===== config.mk =====
export PLATFORM = sky130hd
export DESIGN_NAME = scanout_mode_check
export DESIGN_NICKNAME = d
export VERILOG_FILES = /design/src/rtl/smc_pkg.sv /design/src/rtl/smc_dp.sv /design/src/rtl/smc_ctrl.sv /design/src/rtl/scanout_mode_check.sv
export SDC_FILE = /design/constraint.sdc
export NUM_CORES = 2
export LEC_CHECK = 0
export ABC_AREA = 0
export BUFFER_PORTS_ARGS = -buffer_cell sky130_fd_sc_hd__buf_4
export CAP_MARGIN = 30
export CORE_ASPECT_RATIO = 0.75
export CORE_MARGIN = 3
export CORE_UTILIZATION = 45
export CTS_CLUSTER_DIAMETER = 30
export DETAILED_ROUTE_END_ITERATION = 12
export GPL_TIMING_DRIVEN = 0
export HOLD_SLACK_MARGIN = 0.08
export PLACE_DENSITY = 0.69
export SLEW_MARGIN = 15
export SYNTH_ARGS = -nofsm -noshare
export SYNTH_HDL_FRONTEND = slang
export SYNTH_SLANG_ARGS = --single-unit

===== constraint.sdc =====
create_clock -name clk -period 17 [get_ports clk]
set_input_delay 2.55 -clock clk [delete_from_list [all_inputs] [get_ports clk]]
set_output_delay 2.55 -clock clk [all_outputs]
set_load 0.01 [all_outputs]

===== src/rtl/smc_pkg.sv =====
package smc_pkg;
  localparam int DIM_W    = 16;
  localparam int BPP_W    = 3;
  localparam int STRIDE_W = DIM_W + BPP_W;
  localparam int ADDR_W   = 2 * DIM_W + 5;
  localparam int MIN_DIM  = 64;

  typedef enum logic [1:0] {
    FMT_NONE    = 2'd0,
    FMT_RGB565  = 2'd1,
    FMT_XRGB_LE = 2'd2,
    FMT_XRGB_BE = 2'd3
  } pix_fmt_e;

  typedef struct packed {
    pix_fmt_e              fmt;
    logic [BPP_W-1:0]      bpp;
    logic [DIM_W-1:0]      width;
    logic [DIM_W-1:0]      height;
    logic [STRIDE_W-1:0]   stride;
    logic [ADDR_W-1:0]     offset;
    logic [ADDR_W-1:0]     size;
  } mode_tuple_t;

  typedef struct packed {
    logic load;
  } smc_strobe_t;
endpackage


===== src/rtl/smc_dp.sv =====
module smc_dp
  import smc_pkg::*;
#(
  parameter longint unsigned MEM_BYTES = 64'd16777216
) (
  input  logic              clk,
  input  logic              rstN,
  input  logic [DIM_W-1:0]  colorDepth,
  input  logic [DIM_W-1:0]  visWidth,
  input  logic [DIM_W-1:0]  visHeight,
  input  logic [DIM_W-1:0]  virtWidth,
  input  logic [DIM_W-1:0]  panX,
  input  logic [DIM_W-1:0]  panY,
  input  logic              bigEndian,
  input  smc_strobe_t       strobe,
  output logic              fits,
  output logic              differs,
  output mode_tuple_t       heldTuple
);
  logic [BPP_W-1:0]    bppC;
  pix_fmt_e            fmtC;
  logic [DIM_W-1:0]    effWidth;
  logic [STRIDE_W-1:0] strideC;
  logic [ADDR_W-1:0]   sizeC;
  logic [ADDR_W-1:0]   offsetC;
  logic [ADDR_W-1:0]   endC;
  mode_tuple_t         candTuple;

  // bytes per pixel and format; depths other than 16 are treated as 32
  // here, the controller rejects unsupported depths
  always_comb begin
    if (colorDepth == DIM_W'(16)) begin
      bppC = BPP_W'(2);
      fmtC = FMT_RGB565;
    end else begin
      bppC = BPP_W'(4);
      fmtC = bigEndian ? FMT_XRGB_BE : FMT_XRGB_LE;
    end
  end

  always_comb begin
    effWidth = (virtWidth < visWidth) ? visWidth : virtWidth;
    strideC  = STRIDE_W'(effWidth) * STRIDE_W'(bppC);
    sizeC    = ADDR_W'(strideC) * ADDR_W'(visHeight);
    offsetC  = ADDR_W'(panX) * ADDR_W'(bppC)
             + ADDR_W'(panY) * ADDR_W'(strideC);
    endC     = offsetC + sizeC;
    fits     = 64'(endC) <= MEM_BYTES;
  end

  always_comb begin
    candTuple.fmt    = fmtC;
    candTuple.bpp    = bppC;
    candTuple.width  = visWidth;
    candTuple.height = visHeight;
    candTuple.stride = strideC;
    candTuple.offset = offsetC;
    candTuple.size   = sizeC;
    differs          = candTuple != heldTuple;
  end

  always_ff @(posedge clk) begin
    if (!rstN) begin
      heldTuple <= '0;
    end else if (strobe.load) begin
      heldTuple <= candTuple;
    end
  end
endmodule


===== src/rtl/smc_ctrl.sv =====
module smc_ctrl
  import smc_pkg::*;
(
  input  logic             clk,
  input  logic             rstN,
  input  logic             modeEnable,
  input  logic [DIM_W-1:0] colorDepth,
  input  logic [DIM_W-1:0] visWidth,
  input  logic [DIM_W-1:0] visHeight,
  input  logic             fits,
  input  logic             differs,
  output smc_strobe_t      strobe,
  output logic             modeValid,
  output logic             modeChanged
);
  logic depthOk;
  logic dimsOk;
  logic usable;

  always_comb begin
    depthOk     = (colorDepth == DIM_W'(16)) || (colorDepth == DIM_W'(32));
    dimsOk      = (visWidth >= DIM_W'(MIN_DIM)) && (visHeight >= DIM_W'(MIN_DIM));
    usable      = modeEnable && depthOk && dimsOk && fits;
    strobe.load = usable && differs;
  end

  always_ff @(posedge clk) begin
    if (!rstN) begin
      modeValid   <= 1'b0;
      modeChanged <= 1'b0;
    end else begin
      modeValid   <= usable;
      modeChanged <= strobe.load;
    end
  end
endmodule


===== src/rtl/scanout_mode_check.sv =====
module scanout_mode_check
  import smc_pkg::*;
#(
  parameter longint unsigned MEM_BYTES = 64'd16777216
) (
  input  logic                clk,
  input  logic                rstN,
  input  logic                modeEnable,
  input  logic [DIM_W-1:0]    colorDepth,
  input  logic [DIM_W-1:0]    visWidth,
  input  logic [DIM_W-1:0]    visHeight,
  input  logic [DIM_W-1:0]    virtWidth,
  input  logic [DIM_W-1:0]    panX,
  input  logic [DIM_W-1:0]    panY,
  input  logic                bigEndian,
  output logic                modeValid,
  output logic                modeChanged,
  output logic [1:0]          pixFmt,
  output logic [BPP_W-1:0]    bytesPerPix,
  output logic [DIM_W-1:0]    actWidth,
  output logic [DIM_W-1:0]    actHeight,
  output logic [STRIDE_W-1:0] lineStride,
  output logic [ADDR_W-1:0]   startOffset,
  output logic [ADDR_W-1:0]   frameSize
);
  smc_strobe_t strobe;
  logic        fits;
  logic        differs;
  mode_tuple_t heldTuple;

  smc_dp #(.MEM_BYTES(MEM_BYTES)) dp (
    .clk(clk), .rstN(rstN), .colorDepth(colorDepth), .visWidth(visWidth),
    .visHeight(visHeight), .virtWidth(virtWidth), .panX(panX), .panY(panY),
    .bigEndian(bigEndian), .strobe(strobe), .fits(fits), .differs(differs),
    .heldTuple(heldTuple)
  );

  smc_ctrl ctrl (
    .clk(clk), .rstN(rstN), .modeEnable(modeEnable), .colorDepth(colorDepth),
    .visWidth(visWidth), .visHeight(visHeight), .fits(fits), .differs(differs),
    .strobe(strobe), .modeValid(modeValid), .modeChanged(modeChanged)
  );

  assign pixFmt      = heldTuple.fmt;
  assign bytesPerPix = heldTuple.bpp;
  assign actWidth    = heldTuple.width;
  assign actHeight   = heldTuple.height;
  assign lineStride  = heldTuple.stride;
  assign startOffset = heldTuple.offset;
  assign frameSize   = heldTuple.size;
endmodule


Word level (Yosys, flattened, before mapping) --
Index checks and enable logic that the tools add are counted.
Storage, ports and cells: flip-flop bits (word level) 130, input bits 100, output and inout port bits 132
Operators by class: add/subtract/negate cells 2, multiply operators 4, magnitude comparators 4, eq/ne operators 3, muxes and demuxes 4, reduce and logical (&&, ||, !) cells 6
Operators by type and width (number):
- $ne 128x128->1 | 1
- $mul 16x3->19 | 2
- $add 37x35->37 | 1
- $le 37x25->1 const B | 1
- $add 19x35->36 | 1
- $mul 16x19->35 | 1
- $mul 19x16->35 | 1
- $ge 16x7->1 const B | 2
- $eq 16x5->1 const B | 1
- $eq 16x6->1 const B | 1
- $lt 16x16->1 | 1
- $mux 16 | 1
- $logic_and 1x1->1 | 5
- $mux 3 | 1
- $mux 2 | 1
- $logic_or 1x1->1 | 1
- $mux 1 | 1

Depth between registers and ports, before layout --
word-level depth 9, gate-level depth with buffers 51

Hierarchy --
Synthesis repeated with hierarchy kept, for this count alone.
Unflattened totals: cell total of the unflattened synthesis 3564, area, all modules 30618.1 um^2
By module, submodules not included:
- smc_dp | instances 1, cells each 3544, area each 30419.2 um^2
- smc_ctrl | instances 1, cells each 20, area each 198.9 um^2

Worst setup path before layout --
Ideal clock, no wire load.
path type input-to-reg, from in visWidth[11], to reg, netlist name dp.heldTuple[128], setup time 0.072 ns, data arrival time 13.103 ns, slack 3.826 ns, stages on the path 48, buffers on the path 9, cell sequence inv_1 ha_1 nand2_1 o211ai_1 a21oi_1 a21oi_1 clkbuf_1 buf_1 clkbuf_1 nor2_1 a21oi_1 mux2i_1 ha_1 clkbuf_1 clkbuf_1 and2_1 fa_1 inv_1 [12 not listed] a21oi_1 nand3b_1 xor2_1 ha_1 clkbuf_1 and3_1 and3b_1 a311oi_1 a211o_1 and2_1 xor2_1 nand4_1 nor4b_1 nand4_1 a311oi_1 buf_4 buf_6 mux2i_1
RTL lines:
- start: declaration | line scanout_mode_check.sv:10 | input logic [DIM_W-1:0] visWidth,

==> run summary <==
Buffers inserted to repair hold after CTS numbered 0. Before CTS, the worst setup slack after placement is 0.0446 ns. The sequential cell area was 2480 sq um. 232 I/O pins were placed. For this design, the slowest cell found on the critical path is mux2i_2. Of all flip-flops after synthesis, the portion carrying an async set or reset was 0%. The worst min-delay path category is register to register. Startpoint of the worst register-to-register path: dp.heldTuple[112]. The actual slew at the worst max-slew pin is 1.27 ns. Entering global routing, the biggest net connects 17 pins.

The netlist uses 87 different library cells. Via count of the first global-routing pass: 28400. For this run, the number of Yosys warnings is 0. Setup slack on the critical path of the routed design comes to 0.364 ns. For this run, the register share of the synthesized area comes to 7.93%. By instance count, the cell type seen most on the critical path is fa_1. STA classifies the critical path startpoint as an input port. The tools report the maximum clock insertion buffer count as 2. Grouping stages by cell kind, the critical path spends the most delay in simple AND/OR/NAND/NOR gates. Across all layers, the routed design uses 29300 vias. The worst register-to-register path ends at dp.heldTuple[29]. The run finished with clean final reports. The number of instances in the synthesized netlist was 3784; the initial antenna violation count was 12. The remaining number of nets flagged by the antenna check after routing is 0. For the total number of H-tree levels, the log shows 4. Setup violations remaining at the end of the flow were counted as 0.

Subtracting the final worst setup slack from the clock period gives 16.64 ns. For this run the aggregate overflow at the end of global routing stands at 0. Aggregate routed wire length: 129 mm.

The run gives 4917 as the number of nets at the end of the flow. For this design, the sink count on the clock tree is 124. For hold timing, the worst endpoint is dp.heldTuple[105]. The die outline area was 72800 sq um. The root buffer cell is clkbuf_16. TritonCTS built the clock tree. The worst slew slack as a fraction of its limit came out at 15.0%.

Input and output buffers added on the ports amount to 220. For the hold violation count in the final report, the log shows 0. In the final layout, the multi-input gates occupy 25900 sq um.

The later pin in the worst-skew pair is clocked with a latency of 0.46 ns. Dividing the detail-routed via count by the number of cells gives 5.86. The number of cells traversed by the worst register-to-register path came out at 16. In the global route stage, overall resource usage came out at 35.3%. A synthesized cell averages 8.28 sq um. The worst setup slack for register-to-register paths was 12.14 ns; the last weighted congestion value of the routability-driven placer was 1.04. In this run, the number of DRC markers left after iteration 0 of detailed routing was 3459. In this run the vertical extent of the chip is 234 um. The worst setup path is captured at a register. The tools report the core area as 68600 sq um. The total half-perimeter wirelength after legalization and detailed placement was 109 mm; the maximum net fanout on the critical path was 10.

Number of max-slew violations in the final report: 0. For the starting density of the core, the log shows 45.6%. The data arrival time of the worst path came out at 17.01 ns. The worst hold path was traced through 2 stages.

The register bit total from synthesis works out to 124. In this run, CTS created clock tree buffers numbering 17. For this run, the share of the core covered by cells in the final layout is 51.2%. After filler insertion, the fill cell instance count of the layout stands at 6640. Setup repair after global routing left no endpoint under its margin. Max-cap violations in this run came to 0. The most instantiated flip-flop cell in the synthesis netlist is dfxtp_1.

The final critical path takes up 97.9% of the cycle. The first global-routing pass estimated 189 mm of wire. The layout cell share with drive strength beyond 1 is 8.85%. For this run, design rule violations remaining after detail routing come to 0. The data required time of the critical path was 17.38 ns.

The tools report the number of cell rows as 83. The tools report the post-synthesis instance area as 31300 sq um. On the final layout, the worst clock skew is 0.0250 ns.

The clock slew seen by the registers of the worst setup and hold paths was 0.07 ns; the largest stage delay on the critical path was 0.92 ns. The type of the worst setup path is input port to register. The area growth from synthesis to layout is 12.3%. In the final timing run, aggregate negative setup slack is 0 ns. In this run, synthesis inferred 0 flip-flops with an integrated enable. Measured along the x axis, the die boundary spans 311 um. The first detailed-routing pass ran for 6 iterations. The startpoint of the worst hold path is dp.heldTuple[105].

The number of buffers and inverters on the critical path is 11. Mean routed wirelength per cell: 25.8 um. Derived from the worst setup path, the maximum achievable clock frequency is 60.1 MHz.
==> tightest hold or removal path: cells and delay by family, from the launching register on <==
kind / cells / cell delay [ns]
and+or+nand+nor: 1 / 0.06
muxes: 1 / 0.06
DFF: 1 / 0.33
==> registers in the layout (all words and copies together), names as in the netlist <==
register          cells
dp.heldTuple        122
ctrl.modeValid        1
ctrl.modeChanged      1
==> layout make-up <==
| class | count | area share (%) |
|---|---|---|
| Antenna cell | 7 | 0.0498 |
| Clock buffer | 17 | 1.21 |
| Tap cell | 935 | 3.33 |
| Timing Repair Buffer | 245 | 5.37 |
| Multi-Input combinational cell | 2871 | 73.6 |
| Clock inverter | 14 | 0.551 |
| Buffer | 215 | 2.68 |
| Inverter | 581 | 6.20 |
| Sequential cell | 124 | 7.06 |
==> cell usage in the layout (no fill, tap or decap), types with 77 or more instances in the layout <==
cell type	n
and2_1	266
a21oi_1	119
nand2_1	685
clkbuf_1	166
mux2i_1	139
dfxtp_1	124
fa_1	478
ha_1	284
inv_1	581
xnor2_1	77
buf_4	240
xor2_1	94
nor2_1	95
==> Yosys cell counts, types with 7 or more instances <==
master	number	share of area, %
nand2_1	685	8.2
nor2b_1	11	0.22
and3_1	31	0.62
nor3_1	30	0.48
or4_1	8	0.19
buf_1	8	0.096
nand4_1	51	1.0
dfxtp_1	124	7.9
o31ai_1	9	0.22
buf_6	10	0.36
buf_2	18	0.29
nor2_1	95	1.1
nand2b_1	18	0.36
a2111oi_0	9	0.25
clkbuf_1	170	2.0
fa_1	478	31
o21a_1	23	0.55
nor4b_1	7	0.20
a31oi_1	21	0.42
o21bai_1	10	0.24
a211oi_1	19	0.46
nand3_1	39	0.62
nor4_1	38	0.76
inv_1	581	7.0
o211ai_1	19	0.46
mux2i_1	149	4.8
o21ai_0	70	1.1
buf_4	9	0.22
xnor2_1	78	2.2
a21oi_1	119	1.9
and2_1	266	5.3
ha_1	284	11
xor2_1	97	2.7
and4_1	11	0.31
a21o_1	34	0.82
o2111ai_1	13	0.36
or3_1	13	0.26
a311oi_1	7	0.20
==> timing repair <==
item	4_1_cts	5_1_grt
endpoints found under the setup margin	0	120
setup buffers	0	3
hold endpoints to repair	0	0
resized for setup	0	16
==> worst max-delay path by stage <==
stage                        start                end  slack, ns  cells after the start
global route        colorDepth[15]   dp.heldTuple[29]      0.007                     39
finish              colorDepth[15]   dp.heldTuple[29]       0.36                     39
global placement    colorDepth[15]   dp.heldTuple[29]      -0.29                     40
CTS                 colorDepth[15]   dp.heldTuple[29]       0.45                     43
detailed placement  colorDepth[10]   dp.heldTuple[29]       0.04                     43
floorplan             visWidth[11]  dp.heldTuple[128]       3.83                     48
==> metal layers <==
metal	global-route usage (%)	wire [um]	vias up	share of wire, %
li1	-	-	12700	-
met1	50.3	54700	14600	42
met2	48.3	50400	1784	39
met3	15.6	20400	226	16
met4	8.90	3620	6	2.8
met5	0	36	-	0.028
==> through the flow <==
stage	instances	instance area, sq um	hold slack (ns)
finish	5009	35200	0.494
global route	5004	35200	0.513
CTS	4987	34900	0.490
detailed placement	4956	34300	0.479
global placement	4946	34200	0.472
floorplan	3791	31300	0.491
==> logic make-up after synthesis <==
logic type / synth area share (%)
simple gates: 20.4
buf+inv: 9.96
fa+ha+maj: 41.9
compound gates: 9.19
xor+xnor: 5.61
mux: 4.98
flops: 7.93
other cells: 0.0120
Power is not shown: default switching activity piles up to over one toggle a cycle in this logic, so the estimate is an artifact.
